File: src/rtl/irqsrc_pkg.sv
package irqsrc_pkg;

  typedef enum logic [1:0] {
    OP_ROUTE  = 2'd0,
    OP_QUERY  = 2'd1,
    OP_MUTE   = 2'd2,
    OP_UNMUTE = 2'd3
  } cfg_op_e;

  localparam logic [7:0] PRIO_OFF = 8'hFF;

  function automatic logic prio_live(input logic [7:0] p);
    return p != PRIO_OFF;
  endfunction

  // level entry needs a delivery: unmasked, line high, not yet in service
  function automatic logic level_fires(input logic [7:0] p, input logic asrt,
                                       input logic sent);
    return prio_live(p) && asrt && !sent;
  endfunction

  function automatic logic in_window(input logic [31:0] num,
                                     input logic [31:0] base,
                                     input logic [31:0] count);
    return (num >= base) && (num < base + count);
  endfunction

endpackage

File: src/rtl/irqsrc_decode.sv
module irqsrc_decode #(
  parameter int SRC_W    = 16,
  parameter int IDX_W    = 3,
  parameter int SRC_BASE = 32'h1000,
  parameter int NUM_SRC  = 8
) (
  input  logic [SRC_W-1:0] num,
  output logic             ok,
  output logic [IDX_W-1:0] idx
);
  import irqsrc_pkg::*;

  assign ok  = in_window(32'(num), SRC_BASE, NUM_SRC);
  assign idx = IDX_W'(32'(num) - SRC_BASE);
endmodule

File: src/rtl/irqsrc_scan.sv
module irqsrc_scan #(
  parameter int NUM_SRC = 8,
  parameter int IDX_W   = 3
) (
  input  logic             clk,
  input  logic             rst_n,
  input  logic             start,
  input  logic             step,
  output logic             busy,
  output logic [IDX_W-1:0] idx
);
  localparam logic [IDX_W-1:0] LAST = IDX_W'(NUM_SRC - 1);

  always_ff @(posedge clk) begin
    if (!rst_n) begin
      busy <= 1'b0;
      idx  <= '0;
    end else if (start) begin
      busy <= 1'b1;
      idx  <= '0;
    end else if (busy && step) begin
      if (idx == LAST) busy <= 1'b0;
      else             idx  <= idx + 1'b1;
    end
  end
endmodule

File: src/rtl/irqsrc_slot.sv
module irqsrc_slot #(
  parameter int W = 32
) (
  input  logic         clk,
  input  logic         rst_n,
  input  logic         load,
  input  logic [W-1:0] din,
  input  logic         ready,
  output logic         valid,
  output logic [W-1:0] dout
);
  always_ff @(posedge clk) begin
    if (!rst_n) begin
      valid <= 1'b0;
      dout  <= '0;
    end else if (load) begin
      valid <= 1'b1;
      dout  <= din;
    end else if (valid && ready) begin
      valid <= 1'b0;
    end
  end
endmodule

File: src/rtl/irq_source_table.sv
module irq_source_table #(
  parameter int NUM_SRC     = 8,
  parameter int NUM_SERVERS = 4,
  parameter int SRC_BASE    = 32'h1000,
  parameter int SRC_W       = 16,
  parameter int SRV_W       = 8,
  parameter logic [NUM_SRC-1:0] LEVEL_MASK = 8'hF0,
  localparam int IDX_W      = $clog2(NUM_SRC)
) (
  input  logic             clk,
  input  logic             rst_n,
  output logic             in_ready,
  output logic             busy,
  input  logic             line_valid,
  input  logic [IDX_W-1:0] line_idx,
  input  logic             line_level,
  input  logic             cfg_valid,
  input  logic [1:0]       cfg_op,
  input  logic [SRC_W-1:0] cfg_src,
  input  logic [SRV_W-1:0] cfg_server,
  input  logic [8:0]       cfg_prio,
  output logic             rsp_valid,
  output logic             rsp_err,
  output logic [SRV_W-1:0] rsp_server,
  output logic [7:0]       rsp_prio,
  input  logic             rej_valid,
  input  logic [SRC_W-1:0] rej_src,
  input  logic             eoi_valid,
  input  logic [SRC_W-1:0] eoi_src,
  input  logic             resend_req,
  output logic             dlv_valid,
  output logic [SRC_W-1:0] dlv_src,
  output logic [SRV_W-1:0] dlv_server,
  output logic [7:0]       dlv_prio,
  input  logic             dlv_ready
);
  import irqsrc_pkg::*;

  localparam int DLV_W = SRC_W + SRV_W + 8;

  typedef struct packed {
    logic [SRV_W-1:0] srv;
    logic [7:0]       prio;
    logic [7:0]       saved;
    logic             asrt;
    logic             sent;
    logic             rej;
    logic             mpend;
  } ent_t;

  ent_t tbl [NUM_SRC];

  // source number decoders: 0 config, 1 refusal, 2 end of service
  logic [SRC_W-1:0] dec_num [3];
  logic             dec_ok  [3];
  logic [IDX_W-1:0] dec_idx [3];
  assign dec_num[0] = cfg_src;
  assign dec_num[1] = rej_src;
  assign dec_num[2] = eoi_src;

  for (genvar g = 0; g < 3; g++) begin : g_dec
    irqsrc_decode #(.SRC_W(SRC_W), .IDX_W(IDX_W), .SRC_BASE(SRC_BASE),
                    .NUM_SRC(NUM_SRC)) u_dec (
      .num(dec_num[g]), .ok(dec_ok[g]), .idx(dec_idx[g]));
  end

  // named events
  logic             ev_cfg, ev_rej, ev_eoi, ev_line, ev_resend, ev_step;
  logic             cfg_bad;
  logic [IDX_W-1:0] scan_idx;

  assign in_ready  = !busy && !dlv_valid;
  assign ev_step   = busy && !dlv_valid;
  assign ev_cfg    = in_ready && cfg_valid;
  assign ev_rej    = in_ready && !cfg_valid && rej_valid;
  assign ev_eoi    = in_ready && !cfg_valid && !rej_valid && eoi_valid;
  assign ev_line   = in_ready && !cfg_valid && !rej_valid && !eoi_valid && line_valid;
  assign ev_resend = in_ready && !cfg_valid && !rej_valid && !eoi_valid && !line_valid
                     && resend_req;
  assign cfg_bad   = !dec_ok[0] || ((cfg_op == OP_ROUTE) &&
                     ((32'(cfg_server) >= NUM_SERVERS) || cfg_prio[8]));

  irqsrc_scan #(.NUM_SRC(NUM_SRC), .IDX_W(IDX_W)) u_scan (
    .clk(clk), .rst_n(rst_n), .start(ev_resend), .step(ev_step),
    .busy(busy), .idx(scan_idx));

  logic [IDX_W-1:0] t_idx;
  logic             t_lvl, wr, fire;
  ent_t             cur, nxt;

  always_comb begin
    if (ev_step)      t_idx = scan_idx;
    else if (ev_cfg)  t_idx = dec_idx[0];
    else if (ev_rej)  t_idx = dec_idx[1];
    else if (ev_eoi)  t_idx = dec_idx[2];
    else              t_idx = line_idx;
    cur   = tbl[t_idx];
    t_lvl = LEVEL_MASK[t_idx];
    nxt   = cur;
    wr    = 1'b0;
    fire  = 1'b0;
    if (ev_step) begin
      wr = 1'b1;
      if (t_lvl) begin
        if (level_fires(cur.prio, cur.asrt, cur.sent)) begin
          nxt.sent = 1'b1;
          fire     = 1'b1;
        end
      end else if (cur.rej) begin
        nxt.rej = 1'b0;
        fire    = prio_live(cur.prio);
      end
    end else if (ev_cfg && !cfg_bad && (cfg_op != OP_QUERY)) begin
      wr = 1'b1;
      case (cfg_op)
        OP_ROUTE: begin
          nxt.srv   = cfg_server;
          nxt.prio  = cfg_prio[7:0];
          nxt.saved = cfg_prio[7:0];
        end
        OP_MUTE: begin
          nxt.prio  = PRIO_OFF;
          nxt.saved = cur.prio;
        end
        default: begin
          nxt.prio  = cur.saved;
          nxt.saved = cur.saved;
        end
      endcase
      if (t_lvl) begin
        if (level_fires(nxt.prio, nxt.asrt, nxt.sent)) begin
          nxt.sent = 1'b1;
          fire     = 1'b1;
        end
      end else if (nxt.mpend && prio_live(nxt.prio)) begin
        nxt.mpend = 1'b0;
        fire      = 1'b1;
      end
    end else if (ev_rej && dec_ok[1]) begin
      wr       = 1'b1;
      nxt.rej  = 1'b1;
      nxt.sent = 1'b0;
    end else if (ev_eoi && dec_ok[2]) begin
      wr = 1'b1;
      if (t_lvl) nxt.sent = 1'b0;
    end else if (ev_line) begin
      wr = 1'b1;
      if (t_lvl) begin
        nxt.asrt = line_level;
        if (level_fires(nxt.prio, line_level, nxt.sent)) begin
          nxt.sent = 1'b1;
          fire     = 1'b1;
        end
      end else if (line_level) begin
        if (prio_live(cur.prio)) fire = 1'b1;
        else                     nxt.mpend = 1'b1;
      end
    end
  end

  always_ff @(posedge clk) begin
    if (!rst_n) begin
      for (int i = 0; i < NUM_SRC; i++) begin
        tbl[i] <= '{srv: '0, prio: PRIO_OFF, saved: PRIO_OFF,
                    asrt: 1'b0, sent: 1'b0, rej: 1'b0, mpend: 1'b0};
      end
    end else if (wr) begin
      tbl[t_idx] <= nxt;
    end
  end

  always_ff @(posedge clk) begin
    if (!rst_n) begin
      rsp_valid  <= 1'b0;
      rsp_err    <= 1'b0;
      rsp_server <= '0;
      rsp_prio   <= '0;
    end else begin
      rsp_valid  <= ev_cfg;
      rsp_err    <= ev_cfg && cfg_bad;
      rsp_server <= (ev_cfg && !cfg_bad) ? nxt.srv  : '0;
      rsp_prio   <= (ev_cfg && !cfg_bad) ? nxt.prio : '0;
    end
  end

  logic [DLV_W-1:0] dlv_din, dlv_dout;
  assign dlv_din = {SRC_W'(SRC_BASE + int'(t_idx)), nxt.srv, nxt.prio};

  irqsrc_slot #(.W(DLV_W)) u_slot (
    .clk(clk), .rst_n(rst_n), .load(fire), .din(dlv_din), .ready(dlv_ready),
    .valid(dlv_valid), .dout(dlv_dout));

  assign {dlv_src, dlv_server, dlv_prio} = dlv_dout;
endmodule

File: config.mk
export PLATFORM = sky130hd
export DESIGN_NAME = irq_source_table
export DESIGN_NICKNAME = d
export VERILOG_FILES = /design/src/rtl/irqsrc_pkg.sv /design/src/rtl/irqsrc_decode.sv /design/src/rtl/irqsrc_scan.sv /design/src/rtl/irqsrc_slot.sv /design/src/rtl/irq_source_table.sv
export SDC_FILE = /design/constraint.sdc
export NUM_CORES = 1
export LEC_CHECK = 0
export ABC_AREA = 0
export BUFFER_PORTS_ARGS = -buffer_cell sky130_fd_sc_hd__clkbuf_2
export CAP_MARGIN = 20
export CORE_ASPECT_RATIO = 0.75
export CORE_MARGIN = 2
export CORE_UTILIZATION = 45
export DETAILED_ROUTE_END_ITERATION = 16
export PLACE_DENSITY = 0.66
export RECOVER_POWER = 50
export REMOVE_ABC_BUFFERS = 1
export SETUP_SLACK_MARGIN = 0.05
export SLEW_MARGIN = 10
export SYNTH_ARGS = -nofsm -noshare
export SYNTH_HDL_FRONTEND = slang
export SYNTH_SLANG_ARGS = --single-unit
export TNS_END_PERCENT = 1
File: constraint.sdc
create_clock -name clk -period 3.9 [get_ports clk]
set_input_delay 0 -clock clk [delete_from_list [all_inputs] [get_ports clk]]
set_output_delay 0 -clock clk [all_outputs]
set_load 0.05 [all_outputs]
# Word level (Yosys, flattened, before mapping)
# Memories as Yosys holds them, arrays and structs flattened.
# Index checks and enable logic that the tools add are counted.
totals:
  reg_bits: 55
  ram_bits: 224
  rom_bits: 8
  input_bits: 79
  out_inout_bits: 53
  wordCells: 150
  mem_count: 2
mem_list:
  columns: ["memory", "words", "width", "rd", "rd_ports_with_merged_regs", "wr", "line_no", "source"]
  rows:
  - ["tbl", 8, 28, 1, 0, 8, "irq_source_table.sv:51", "ent_t tbl [NUM_SRC];"]
  - ["(no name shown)", 8, 1, 1, 0, 0, "irq_source_table.sv:98", "t_lvl = LEVEL_MASK[t_idx];"]
classes:
  n_addsub: 5
  n_lt_le_gt_ge: 8
  eq_ne: 5
  muxes: 71
  bitwise: 2
  n_reduce_logical: 49
op_table:
  columns: ["op", "n"]
  rows:
  - ["$mux W1", 56]
  - ["$ge A16 B13 Y1 const B", 3]
  - ["$lt A16 B13 Y1 const B", 3]
  - ["$mux W16", 2]
  - ["$pmux W16 S2", 1]
  - ["$logic_and A1 B1 Y1", 29]
  - ["$mux W28", 1]
  - ["$reduce_or A28 Y1", 1]
  - ["$mux W25", 1]
  - ["$mux W24", 1]
  - ["$ne A8 B8 Y1 const B", 2]
  - ["$mux W3", 5]
  - ["$add A13 B3 Y14 const A", 1]
  - ["$logic_not A1 Y1", 9]
  - ["$sub A3 B1 Y3 const B", 3]
  - ["$ge A8 B3 Y1 const B", 1]
  - ["$mux W8", 1]
  - ["$mux W2", 3]
  - ["$reduce_and A2 Y1", 3]
  - ["$reduce_bool A2 Y1", 3]
  - ["$lt A3 B4 Y1 const B", 1]
  - ["$add A3 B1 Y3 const B", 1]
  - ["$eq A3 B3 Y1 const B", 1]
  - ["$eq A2 B2 Y1 const B", 1]
  - ["5 further kinds", 7]

# Longest topological paths before layout
# Gate-level depths: netlist of the first run.
# An unclocked memory read counts as a cell.
logic_depth:
  word_depth: 21
  ltp_mapped: 16
  ltp_nobuf: 10

# Hierarchy
# Synthesis of the first run repeated with hierarchy kept, for this count alone.
unflattened:
  hier_cells: 1204
  hier_area_um2: 13028.7
by_module_without_submodules:
  columns: ["module", "n_inst", "cells_per_inst", "area_each_um2", "seq_area_each_um2"]
  rows:
  - ["irq_source_table", 1, 1055, 11358.4, 6966.7]
  - ["irqsrc_slot", 1, 106, 1277.5, 660.6]
  - ["irqsrc_scan", 1, 19, 209.0, 80.1]
  - ["irqsrc_decode", 3, 8, 61.3, 0.0]

# Least setup slack after synthesis of the first run
# Ideal clock, no wire load.
synth_timing:
  path_kind: "register to register"
  from: "register u_slot.valid"
  to: "memory tbl[6][0] in the netlist's numbering, enable pin"
  setup_time_ps: 389
  t_arrival_ps: 4126
  required_ps: 3511
  setup_slack_ps: -615
  stages_incl_launch_ff: 14
  path_buffers: 7
  synth_period_minus_slack_ps: 4515
  cell_sequence: "dfxtp_1 > buf_2 > nor2_1 > nand3b_1 > o221ai_2 > buf_2 > buf_4 > buf_2 > buf_2 > nand2b_1 > clkbuf_1 > nor3_1 > clkbuf_1 > nand2b_1"
synth_lines:
  columns: ["item", "line_no", "source"]
  rows:
  - ["start: declaration", "irqsrc_slot.sv:9", "output logic valid,"]
  - ["start signal: assignment", "irqsrc_slot.sv:14", "valid <= 1'b0;"]
  - ["start signal: assignment", "irqsrc_slot.sv:17", "valid <= 1'b1;"]
  - ["start signal: assignment", "irqsrc_slot.sv:20", "valid <= 1'b0;"]
  - ["end: declaration", "irq_source_table.sv:51", null]

# Final worst setup path of the first run
layout_timing:
  from: "register u_slot.valid"
  to: "register u_slot.dout[5]"
layout_via:
  elab_chain_len: 20
  word_cells_on_any_way: 51
  classes_between: "eq/ne: 2; mux: 25; reduce/logical: 22; memory: 2"
layout_lines:
  columns: ["item", "line_no", "source"]
  rows:
  - ["$logic_not A1 Y1 (*)", "irq_source_table.sv:72, irq_source_table.sv:73", null]
  - ["$logic_and A1 B1 Y1", "irq_source_table.sv:72", "assign in_ready = !busy && !dlv_valid;"]
  - ["$logic_and A1 B1 Y1", "irq_source_table.sv:75, irq_source_table.sv:76, irq_source_table.sv:77", null]
  - ["$logic_and A1 B1 Y1", "irq_source_table.sv:76, irq_source_table.sv:77", null]
  - ["$logic_and A1 B1 Y1", "irq_source_table.sv:76", "assign ev_eoi = in_ready && !cfg_valid && !rej_valid && eoi_valid;"]
  - ["$mux W3", "irq_source_table.sv:95", "else if (ev_eoi) t_idx = dec_idx[2];"]
  - ["$mux W3", "irq_source_table.sv:94", "else if (ev_rej) t_idx = dec_idx[1];"]
  - ["$mux W3", "irq_source_table.sv:93", "else if (ev_cfg) t_idx = dec_idx[0];"]
  - ["[... 4 more ...]", null, null]
  - ["$mux W16 / $logic_and A1 B1 Y1 (equally long branches)", "irq_source_table.sv:102, irqsrc_pkg.sv:19", null]
  - ["$ne A8 B8 Y1 / $mux W1 (equally long branches)", "irqsrc_pkg.sv:13, irq_source_table.sv:150", null]
  - ["$logic_and A1 B1 Y1 / $mux W1 (equally long branches)", "irqsrc_pkg.sv:19, irq_source_table.sv:148", null]
  - ["$logic_and A1 B1 Y1 / $mux W1 (equally long branches)", "irqsrc_pkg.sv:19, irq_source_table.sv:146", null]
  - ["$mux W1, on equally long branches", "irq_source_table.sv:131, irq_source_table.sv:143", null]
  - ["$mux W1, on equally long branches", "irq_source_table.sv:130, irq_source_table.sv:139", null]
  - ["$mux W1", "irq_source_table.sv:113", "end else if (ev_cfg && !cfg_bad && (cfg_op != OP_QUERY)) begin"]
  - ["$mux W1", "irq_source_table.sv:102", "if (ev_step) begin"]
  - ["end signal: assignment", "irqsrc_slot.sv:18", "dout <= din;"]
  - ["end: declaration", "irqsrc_slot.sv:10", "output logic [W-1:0] dout"]
# Every way passes the cells marked *; elsewhere a longest branch is shown, timed or not. The select of a mux whose other input is x is not followed.
# A chain may end at the register's enable or synchronous reset.

==> results.toml, run 1 <==
[cells_and_area]
postLayoutCellArea_sq_um = 15300
nFillCells = 2482
layout-area-overhead-vs-synth_pct = 18.1
layout-drive-gt1-share = 0.196
core_occupancy_in_the_finished_layout = 0.544
nets = 1428
antenna_cells = 0

[yosys]
ys.warnings.count = 0
yosys.area.top_type_share = 0.518
post_synth_num_cell_types = 77
synth_top_cell_by_area = "edfxtp_1"
synthCells = 1198
synth_edf_count = 224
synth_top_cells_by_count = "nand2_1, edfxtp_1, and2_1, a21oi_1, nand3_1"
synth_area_leaders = "edfxtp_1, nand2_1, dfxtp_1"
post_synth.cell_area_avg_sq_um = 10.8
yosysMostFrequentCell = "nand2_1"
ys_async_sr_fraction = 0
synth_sequential_area_ratio = 0.584
netlist_area_sq_um = 13000
synth_flop_cell = "edfxtp_1"
postSynthRegisterBits = 267

[floorplanning]
design.die.area_sq_um = 30200
floorplan.core_area_sq_um = 28200
floorplan.initialDensity = 0.461
die_width_microns = 200
num_io_pins = 132
fp-row-count = 53
floorplan.die.height_microns = 151

[sta]
finalWorstSetupSlack_ns = 0.143
unrepaired_setup_endpoints_after_global_routing = "yes"
clock.fmax_mhz = 266
slew_headroom = 0.256
worstMarginPinSlew_ns = 1.11
layout_min_cycle_time_ns = 3.76
timing.final.max_slew_violations = 0
report.final.setup_viol = 0
finalClockSkew_ns = 0.0314
timing.final.crit_share = 0.963
final_hold_viol_count = 0

[drt]
antenna_left = 0
post-route-drc-count = 0
post_drt_wl_per_cell_microns = 22.6
route.final.wire_length_microns = 39500
detailedRoute.firstIterationViolations = 1139
route.vias.total = 10100
detailedRoute.firstPassIterationCount = 6
route.detailed.vias_per_inst = 5.80

[pwr]
power_report.internal_total_uw = 5040
power.switching_fraction = 0.279
power_frac_comb = 0.175
ir_drop_v = 0.000317
power_frac_clock = 0.375
portion_of_total_power_attributed_to_sequential_cells = 0.451
p_per_area_nw_per_um2 = 456
power.net_switching_uw = 1950
leakage_uw = 0.00536

[global_routing]
grt_overflow_total = 0
grt_start_max_net_pins = 71
global_route.usage.total = 0.264
grt_first_pass_wirelength_microns = 60000
grt_antenna_before_repair = 1
via_count_of_the_first_global_routing_pass = 9707

[worst_setup_path]
max_stage_delay_ns = 0.54
worstPathMaxFanout = 23
worst-r2r-setup-slack_ns = 0.14
start_kind = "flip-flop"
cp-end-kind = "flip-flop"
critPathKind = "reg2reg"
slowest_stage = "or3_1"
critPathArrivalTime_ns = 4.18
timing.critical_path.cells = "or3_1, o22ai_2, o221a_2, buf_12, a21oi_1, a22o_1, a211oi_1, nand4_2, o211a_4, nor3_1, a211oi_2"
worstPathRequired_ns = 4.32

[clock_tree]
numClockSinks = 267
worst_setup_hold_path_clk_slew_ns = 0.06
cts_htree_levels = 1
cts_made_buffers = 26
clk-insertion-delay-late_ns = 0.58
tritoncts_clock_tree = "built"
cts_root_buffer = "clkbuf_16"
cts-root-to-sink-buffers = 3

[placement]
routabilityCongestion = 0.890
hpwlAfterDp_microns = 26200
placement.io_buffers = 119
placement.setup.worst_slack_ns = 0.111
placedInstanceArea_sq_um = 14400

[worst_hold_path]
hold_path.class = "in2reg"

[run_status]
status = "completed"

[run]
max_cap_violations = 0
-- critical path: cells and delay by family (launching register included) --
family,cells,cell delay [ns]
AOI/OAI and AO/OA,7,1.82
and+or+nand+nor,3,1.13
buffers and inverters,1,0.19
DFF,1,0.43
-- cell families after synthesis --
group / after synthesis / share of synthesized area
buffers and inverters: 123 / 0.0472
DFF: 267 / 0.584
and+or+nand+nor: 546 / 0.201
xor gates and xnor gates: 1 / 0.000675
muxes: 60 / 0.0513
adders and majority gates: 2 / 0.00193
other: 1 / 0.000289
AOI/OAI and AO/OA: 198 / 0.113
-- per-layer routing --
| metal | share of wire | global-route usage | routed length, microns |
|---|---|---|---|
| met3 | 0.12 | 0.0719 | 4590 |
| met4 | 0.024 | 0.0683 | 940 |
| met1 | 0.44 | 0.390 | 17500 |
| met2 | 0.42 | 0.382 | 16500 |
| met5 | 0 | 0 | 0 |
-- path summary, 6_finish.rpt --
kind                                      from                           end  depth (start not counted)
setup reg to reg     u_slot.valid$_SDFFE_PN0P_   u_slot.dout[5]$_SDFFE_PN0P_                         11
setup / recovery     u_slot.valid$_SDFFE_PN0P_   u_slot.dout[5]$_SDFFE_PN0P_                         11
hold / removal                     cfg_prio[0]       tbl[0][4]$_SDFFCE_PN1P_                          5
hold reg to reg   u_slot.dout[12]$_SDFFE_PN0P_  u_slot.dout[12]$_SDFFE_PN0P_                          2
-- timing repair --
| action | CTS | global route |
|---|---|---|
| pin swaps | 1 | 2 |
| endpoints found under the setup margin | 1 | 88 |
| cloned | 0 | 0 |
| endpoints found under the hold margin | 11 | 0 |
| setup buffers | 2 | 4 |
| resized for setup | 0 | 1 |
| hold buffers | 7 | 0 |
-- area by class of cell --
class	instances	area, sq um	share of cell area
clock inverter	16	203	0.0132
sequential	267	7590	0.495
inverter	21	78.8	0.00514
clock buffer	29	672	0.0438
multi-input combinational	819	4910	0.320
timing repair buffer	212	1400	0.0912
tap	385	482	0.0314
-- cells in the final DEF (no fill, tap or decap), types with 5 or more instances in the layout --
| cell | n |
|---|---|
| nor3_2 | 9 |
| conb_1 | 12 |
| nand4_1 | 7 |
| nor2_1 | 41 |
| o21ai_0 | 13 |
| nor2b_1 | 11 |
| nand3_1 | 47 |
| a311oi_1 | 10 |
| clkbuf_1 | 40 |
| nor3_1 | 17 |
| mux2_2 | 12 |
| inv_1 | 21 |
| mux2i_1 | 44 |
| nand2b_1 | 5 |
| o31ai_1 | 6 |
| o21ai_1 | 12 |
| a221o_1 | 5 |
| dfxtp_1 | 42 |
| a31oi_1 | 10 |
| o211ai_1 | 32 |
| clkbuf_16 | 26 |
| and2_1 | 89 |
| clkinv_2 | 6 |
| nand2_1 | 267 |
| nor4_1 | 10 |
| a211oi_2 | 8 |
| or3_1 | 5 |
| buf_12 | 11 |
| clkbuf_2 | 82 |
| buf_4 | 74 |
| and3_1 | 16 |
| a21oi_1 | 50 |
| dlygate4sd3_1 | 7 |
| edfxtp_1 | 224 |
-- power by group through the flow --
stage	combinational [uW]	sequential, uW	clock (uW)
6_report	1220	3150	2620
3_5_place_dp	1170	3210	0
3_3_place_gp	1170	3210	0
2_1_floorplan	639	3230	0
5_1_grt	1310	3150	2760
4_1_cts	1180	3150	2650
-- metrics by stage --
stage | std cells | setup TNS (ns) | power, uW | hold slack, ns
2_1_floorplan | 1107 | -587.47 | 3870 | 0.118
3_5_place_dp | 1690 | 0 | 4390 | 0.288
3_3_place_gp | 1690 | 0 | 4380 | 0.284
4_1_cts | 1744 | 0 | 6990 | 0.0000802
5_1_grt | 1749 | -0.176 | 7220 | 0.0167
6_report | 1749 | 0 | 6990 | 0.0140
-- state kept, by name (all words and copies together) (netlist names), 3 cells and up --
signal,cells
rsp_prio,8
rsp_server,8
tbl,224
u_scan.idx,3
u_slot.dout,20
(Power assumes the default switching activity.)
==> inputs of run 2 (changes only) <==
- PLACE_DENSITY: 0.66 -> 0.75
==> results.toml, run 2 (synthesized netlist as in run 1, its figures left out) <==
[run_status]
status = "completed"

[global_routing]
grt_first_pass_wirelength_microns = 60800
via_count_of_the_first_global_routing_pass = 10200
grt_start_max_net_pins = 40
global_route.usage.total = 0.262
grt_antenna_before_repair = 0
grt_overflow_total = 0

[drt]
post_drt_wl_per_cell_microns = 22.5
post-route-drc-count = 0
route.final.wire_length_microns = 39500
route.detailed.vias_per_inst = 5.98
antenna_left = 0
detailedRoute.firstIterationViolations = 1476
detailedRoute.firstPassIterationCount = 6
route.vias.total = 10500

[worst_setup_path]
cp-end-kind = "flip-flop"
worstPathRequired_ns = 4.16
timing.critical_path.max_delay_family = "simple AND/OR/NAND/NOR gates"
max_stage_delay_ns = 0.72
worstPathMaxFanout = 28
critical_path_depth = 9
start_kind = "flip-flop"
critPathArrivalTime_ns = 4.04
r2r-end = "tbl[7][8]$_SDFFCE_PN1P_"
timing.critical_path.from = "u_slot.valid$_SDFFE_PN0P_"
r2r_cells = 9
timing.critical_path.mode_cell = "clkbuf_2"
slowest_stage = "clkbuf_2"
critical_path.reg2reg.startpoint = "u_slot.valid$_SDFFE_PN0P_"
crit_end = "tbl[7][8]$_SDFFCE_PN1P_"
critPathKind = "reg2reg"
timing.critical_path.cells = "or3_1, o22ai_2, o221ai_4, clkbuf_4, clkbuf_2, or2_2, nor3_1, clkbuf_2, nand2_1"
path_buf_inv = 3
worst-r2r-setup-slack_ns = 0.12

[sta]
report.final.setup_viol = 0
worstMarginPinSlew_ns = 1.08
clock.fmax_mhz = 265
worst_hold_slack_ns = 0.0560
timing.final.max_slew_violations = 0
finalWorstSetupSlack_ns = 0.120
unrepaired_setup_endpoints_after_global_routing = "yes"
final_hold_viol_count = 0
finalClockSkew_ns = 0.0128
layout_min_cycle_time_ns = 3.78
timing.final.crit_share = 0.969
slew_headroom = 0.271

[floorplanning]
floorplan.core_area_sq_um = 28200
floorplan.die.height_microns = 151
floorplan.initialDensity = 0.461
fp-row-count = 53
die_width_microns = 200
design.die.area_sq_um = 30200
num_io_pins = 132

[cells_and_area]
layout-area-overhead-vs-synth_pct = 17.3
nets = 1433
mostFrequentLayoutCell = "nand2_1"
postLayoutCellArea_sq_um = 15200
top_register = "tbl"
commonest_cells_after_routing_fill_and_taps_aside = "nand2_1, edfxtp_1, and2_1, clkbuf_2, buf_4"
antenna_cells = 0
number_of_flip_flops_under_the_largest_register_name = 224
layout-drive-gt1-share = 0.187
nFillCells = 2414
reg_top3 = "tbl: 224 flops, u_slot.dout: 20 flops"

[clock_tree]
tritoncts_clock_tree = "built"
cts-root-to-sink-buffers = 3
cts_htree_levels = 1
cts_root_buffer = "clkbuf_16"
worst_setup_hold_path_clk_slew_ns = 0.07
numClockSinks = 267
clk-insertion-delay-late_ns = 0.55
cts_made_buffers = 26

[placement]
placedInstanceArea_sq_um = 14300
hpwlAfterDp_microns = 25800
placement.io_buffers = 119
placement.setup.worst_slack_ns = 0.153
routabilityCongestion = 0.921

[worst_hold_path]
hold_path.class = "in2reg"

[pwr]
p_per_area_nw_per_um2 = 461
leakage_uw = 0.00533
ir_drop_v = 0.000322
total_power_uw = 7020

[run]
max_cap_violations = 0
-- run 2: cell types whose count changed in the layout (fill, tap and decap cells not counted), moves of 4 or more --
cell      before  now
clkbuf_4       0    6
nor3_1        17   23
clkbuf_8       1    5
nor3_2         9    3
buf_4         74   60
clkbuf_2      82   89
buf_12        11    2
clkbuf_1      40   51
-- run 2: how the worst min path moves through the flow --
| stage | from | end | slack (ns) | cells past startpoint |
|---|---|---|---|---|
| after floorplan | rst_n | u_slot.dout[28]$_SDFFE_PN0P_ | 0.12 | 1 |
| after global placement | resend_req | u_scan.busy$_SDFFE_PN0P_ | 0.31 | 3 |
| after detailed placement | resend_req | u_scan.busy$_SDFFE_PN0P_ | 0.31 | 3 |
| after CTS | cfg_server[0] | u_slot.dout[8]$_SDFFE_PN0P_ | 0.07 | 4 |
| after global routing | cfg_server[0] | rsp_server[0]$_SDFF_PN0_ | 0.1 | 3 |
| final | cfg_prio[0] | tbl[3][4]$_SDFFCE_PN1P_ | 0.06 | 5 |
-- run 2: final cells by class --
class                      instances  area [sq um]  share of cell area
tap                              385           482              0.0316
multi-input combinational        819          4890               0.321
inverter                          21          78.8             0.00518
sequential                       267          7590               0.498
timing repair buffer             217          1280              0.0839
clock buffer                      35           761              0.0500
clock inverter                    13           151             0.00994
-- run 2: stage by stage --
stage / utilization / setup TNS [ns] / cells
final: 0.540 / 0 / 1757
after global routing: 0.540 / 0 / 1757
after CTS: 0.543 / 0 / 1753
after detailed placement: 0.508 / 0 / 1696
after global placement: 0.508 / 0 / 1696
after floorplan: - / -587.47 / 1107
-- run 2: power breakdown --
part           switching (uW)  internal (uW)  leakage [uW]
sequential               19.6           3130       0.00221
combinational             820            379       0.00266
clock                    1110           1570      0.000455
total                    1940           5080       0.00533
-- run 2: what timing repair did --
item | in CTS | in global routing
hold endpoints to repair | 12 | 0
resized for setup | 0 | 5
hold buffers | 9 | 0
endpoints found under the setup margin | 0 | 69
buffers inserted | 0 | 3
-- run 2: worst register-to-register path, stage by stage, from the launching register on --
cell and delay [ns]:
dfxtp_1 0.42, or3_1 0.54, o22ai_2 0.32, o221ai_4 0.21, clkbuf_4 0.19, clkbuf_2 0.23, or2_2 0.47, nor3_1 0.26
clkbuf_2 0.72, nand2_1 0.13
-- run 2: per-layer routing --
layer	share of wire	vias to the layer above	track usage	wire, microns
met3	0.12	117	0.0521	4650
met4	0.030	0	0.0828	1200
met5	0	-	0	0
met2	0.43	699	0.400	17200
met1	0.42	5074	0.378	16500
li1	-	4609	-	-
==> inputs of run 3 (changes only) <==
- PLACE_DENSITY: 0.75 -> unset
- PLACE_DENSITY_LB_ADDON: unset -> 0.12
==> results.toml, run 3 (synthesized netlist as in run 1, its figures left out) <==
[worst_hold_path]
hold_path.class = "in2reg"

[worst_setup_path]
timing.critical_path.from = "u_slot.valid$_SDFFE_PN0P_"
worstPathRequired_ns = 4.30
timing.critical_path.cells = "buf_4, nor4b_1, a211oi_2, buf_4, o21a_4, buf_12, o211ai_1, a21oi_1, a211oi_1, nand4_2, o211a_4, nor2_2, a21oi_1"
r2r-end = "u_slot.valid$_SDFFE_PN0P_"
critPathArrivalTime_ns = 4.15
cp-end-kind = "flip-flop"
crit_end = "u_slot.valid$_SDFFE_PN0P_"
slowest_stage = "a211oi_1"
critical_path.reg2reg.startpoint = "u_slot.valid$_SDFFE_PN0P_"
max_stage_delay_ns = 0.44
worstPathMaxFanout = 21
worst-r2r-setup-slack_ns = 0.15
start_kind = "flip-flop"
r2r_cells = 13
critPathKind = "reg2reg"

[clock_tree]
worst_setup_hold_path_clk_slew_ns = 0.06
clk-insertion-delay-late_ns = 0.56
cts_htree_levels = 1
cts-root-to-sink-buffers = 3
cts_root_buffer = "clkbuf_16"
post-cts-setup-buffer-count = 0
tritoncts_clock_tree = "built"
cts_made_buffers = 28
numClockSinks = 267

[drt]
route.detailed.vias_per_inst = 5.78
route.final.wire_length_microns = 41700
route.vias.total = 10100
detailedRoute.firstPassIterationCount = 5
antenna_left = 0
post-route-drc-count = 0
post_drt_wl_per_cell_microns = 23.8
detailedRoute.firstIterationViolations = 1092

[floorplanning]
floorplan.die.height_microns = 151
floorplan.core_area_sq_um = 28200
design.die.area_sq_um = 30200
floorplan.initialDensity = 0.461
die_width_microns = 200
fp-row-count = 53
num_io_pins = 132

[sta]
timing.final.max_slew_violations = 0
clock.fmax_mhz = 267
worstMarginPinSlew_ns = 1.19
slew_headroom = 0.199
report.final.setup_viol = 0
final_hold_viol_count = 0
tns_ns = 0
unrepaired_setup_endpoints_after_global_routing = "no"
timing.final.crit_share = 0.962
layout_min_cycle_time_ns = 3.75
finalClockSkew_ns = 0.00798

[cells_and_area]
mostFrequentLayoutCell = "nand2_1"
layout-area-overhead-vs-synth_pct = 17.3
commonest_cells_after_routing_fill_and_taps_aside = "nand2_1, edfxtp_1, clkbuf_2"
nets = 1425
layout-drive-gt1-share = 0.183
postLayoutCellArea_sq_um = 15200
top_register = "tbl"
reg_top3 = "tbl: 224 flops, u_slot.dout: 20 flops"
antenna_cells = 0
nFillCells = 2535
number_of_flip_flops_under_the_largest_register_name = 224

[pwr]
p_per_area_nw_per_um2 = 463
leakage_uw = 0.00530
ir_drop_v = 0.000326

[run_status]
status = "completed"

[global_routing]
grt_first_pass_wirelength_microns = 61500
global_route.usage.total = 0.274
grt_start_max_net_pins = 50
grt_antenna_before_repair = 1
via_count_of_the_first_global_routing_pass = 9489
grt_overflow_total = 0

[placement]
hpwlAfterDp_microns = 27000
routabilityCongestion = 0.915
placedInstanceArea_sq_um = 14300
placement.io_buffers = 119

[run]
max_cap_violations = 0
[run 3: worst max-delay path, delay by kind of cell (launching register included)]
kind,cells,cell delay [ns]
AND/OR/NAND/NOR,3,0.91
AO/OA/AOI/OAI,7,1.72
flip-flops,1,0.36
buffers and inverters,3,0.59
[run 3: area by class of cell]
type,instances,area (sq um),share of cell area
clock inverter,9,80.1,0.00526
tap,385,482,0.0316
multi-input combinational,819,4900,0.322
clock buffer,43,858,0.0563
sequential,267,7590,0.498
timing repair buffer,207,1240,0.0816
inverter,21,78.8,0.00517
[run 3: worst min-delay path by stage]
stage	start	end	slack, ns	cells after the start
after floorplan	rst_n	u_slot.dout[28]$_SDFFE_PN0P_	0.12	1
after global placement	dlv_ready	u_slot.valid$_SDFFE_PN0P_	0.31	3
after detailed placement	dlv_ready	u_slot.valid$_SDFFE_PN0P_	0.31	3
after CTS	cfg_server[1]	rsp_server[1]$_SDFF_PN0_	0.007	3
after global routing	cfg_server[1]	rsp_server[1]$_SDFF_PN0_	0.04	3
final	cfg_server[1]	rsp_server[1]$_SDFF_PN0_	0.01	3
[run 3: metrics by stage]
| stage | setup WS [ns] | std cells | hold slack [ns] | total power [uW] | util |
|---|---|---|---|---|---|
| 2_1_floorplan | -2.11 | 1107 | 0.118 | 3870 | - |
| 3_3_place_gp | 0.152 | 1690 | 0.315 | 4380 | 0.509 |
| 3_5_place_dp | 0.0357 | 1691 | 0.314 | 4390 | 0.509 |
| 4_1_cts | 0.0397 | 1749 | 0.00722 | 7070 | 0.545 |
| 5_1_grt | 0.0300 | 1751 | 0.0448 | 7260 | 0.540 |
| 6_report | 0.149 | 1751 | 0.0119 | 7050 | 0.540 |
[run 3: power by group]
group          switching (uW)  internal (uW)  leakage, uW  total [uW]
sequential               19.9           3130      0.00221        3150
clock                    1140           1580     0.000468        2710
combinational             817            369      0.00262        1190
[run 3: metal layers]
metal  share of wire  vias up  GRT usage
met3           0.090       61     0.0501
li1                -     4601          -
met1            0.46     4968      0.410
met4           0.023        0     0.0653
met2            0.43      499      0.412
met5               0        -          0
[run 3: repair_timing]
item | in CTS | in global routing
hold endpoints to repair | 12 | 0
hold buffers | 6 | 0
endpoints found under the setup margin | 7 | 56
gates resized for setup | 1 | 4
pin swaps | 0 | 1
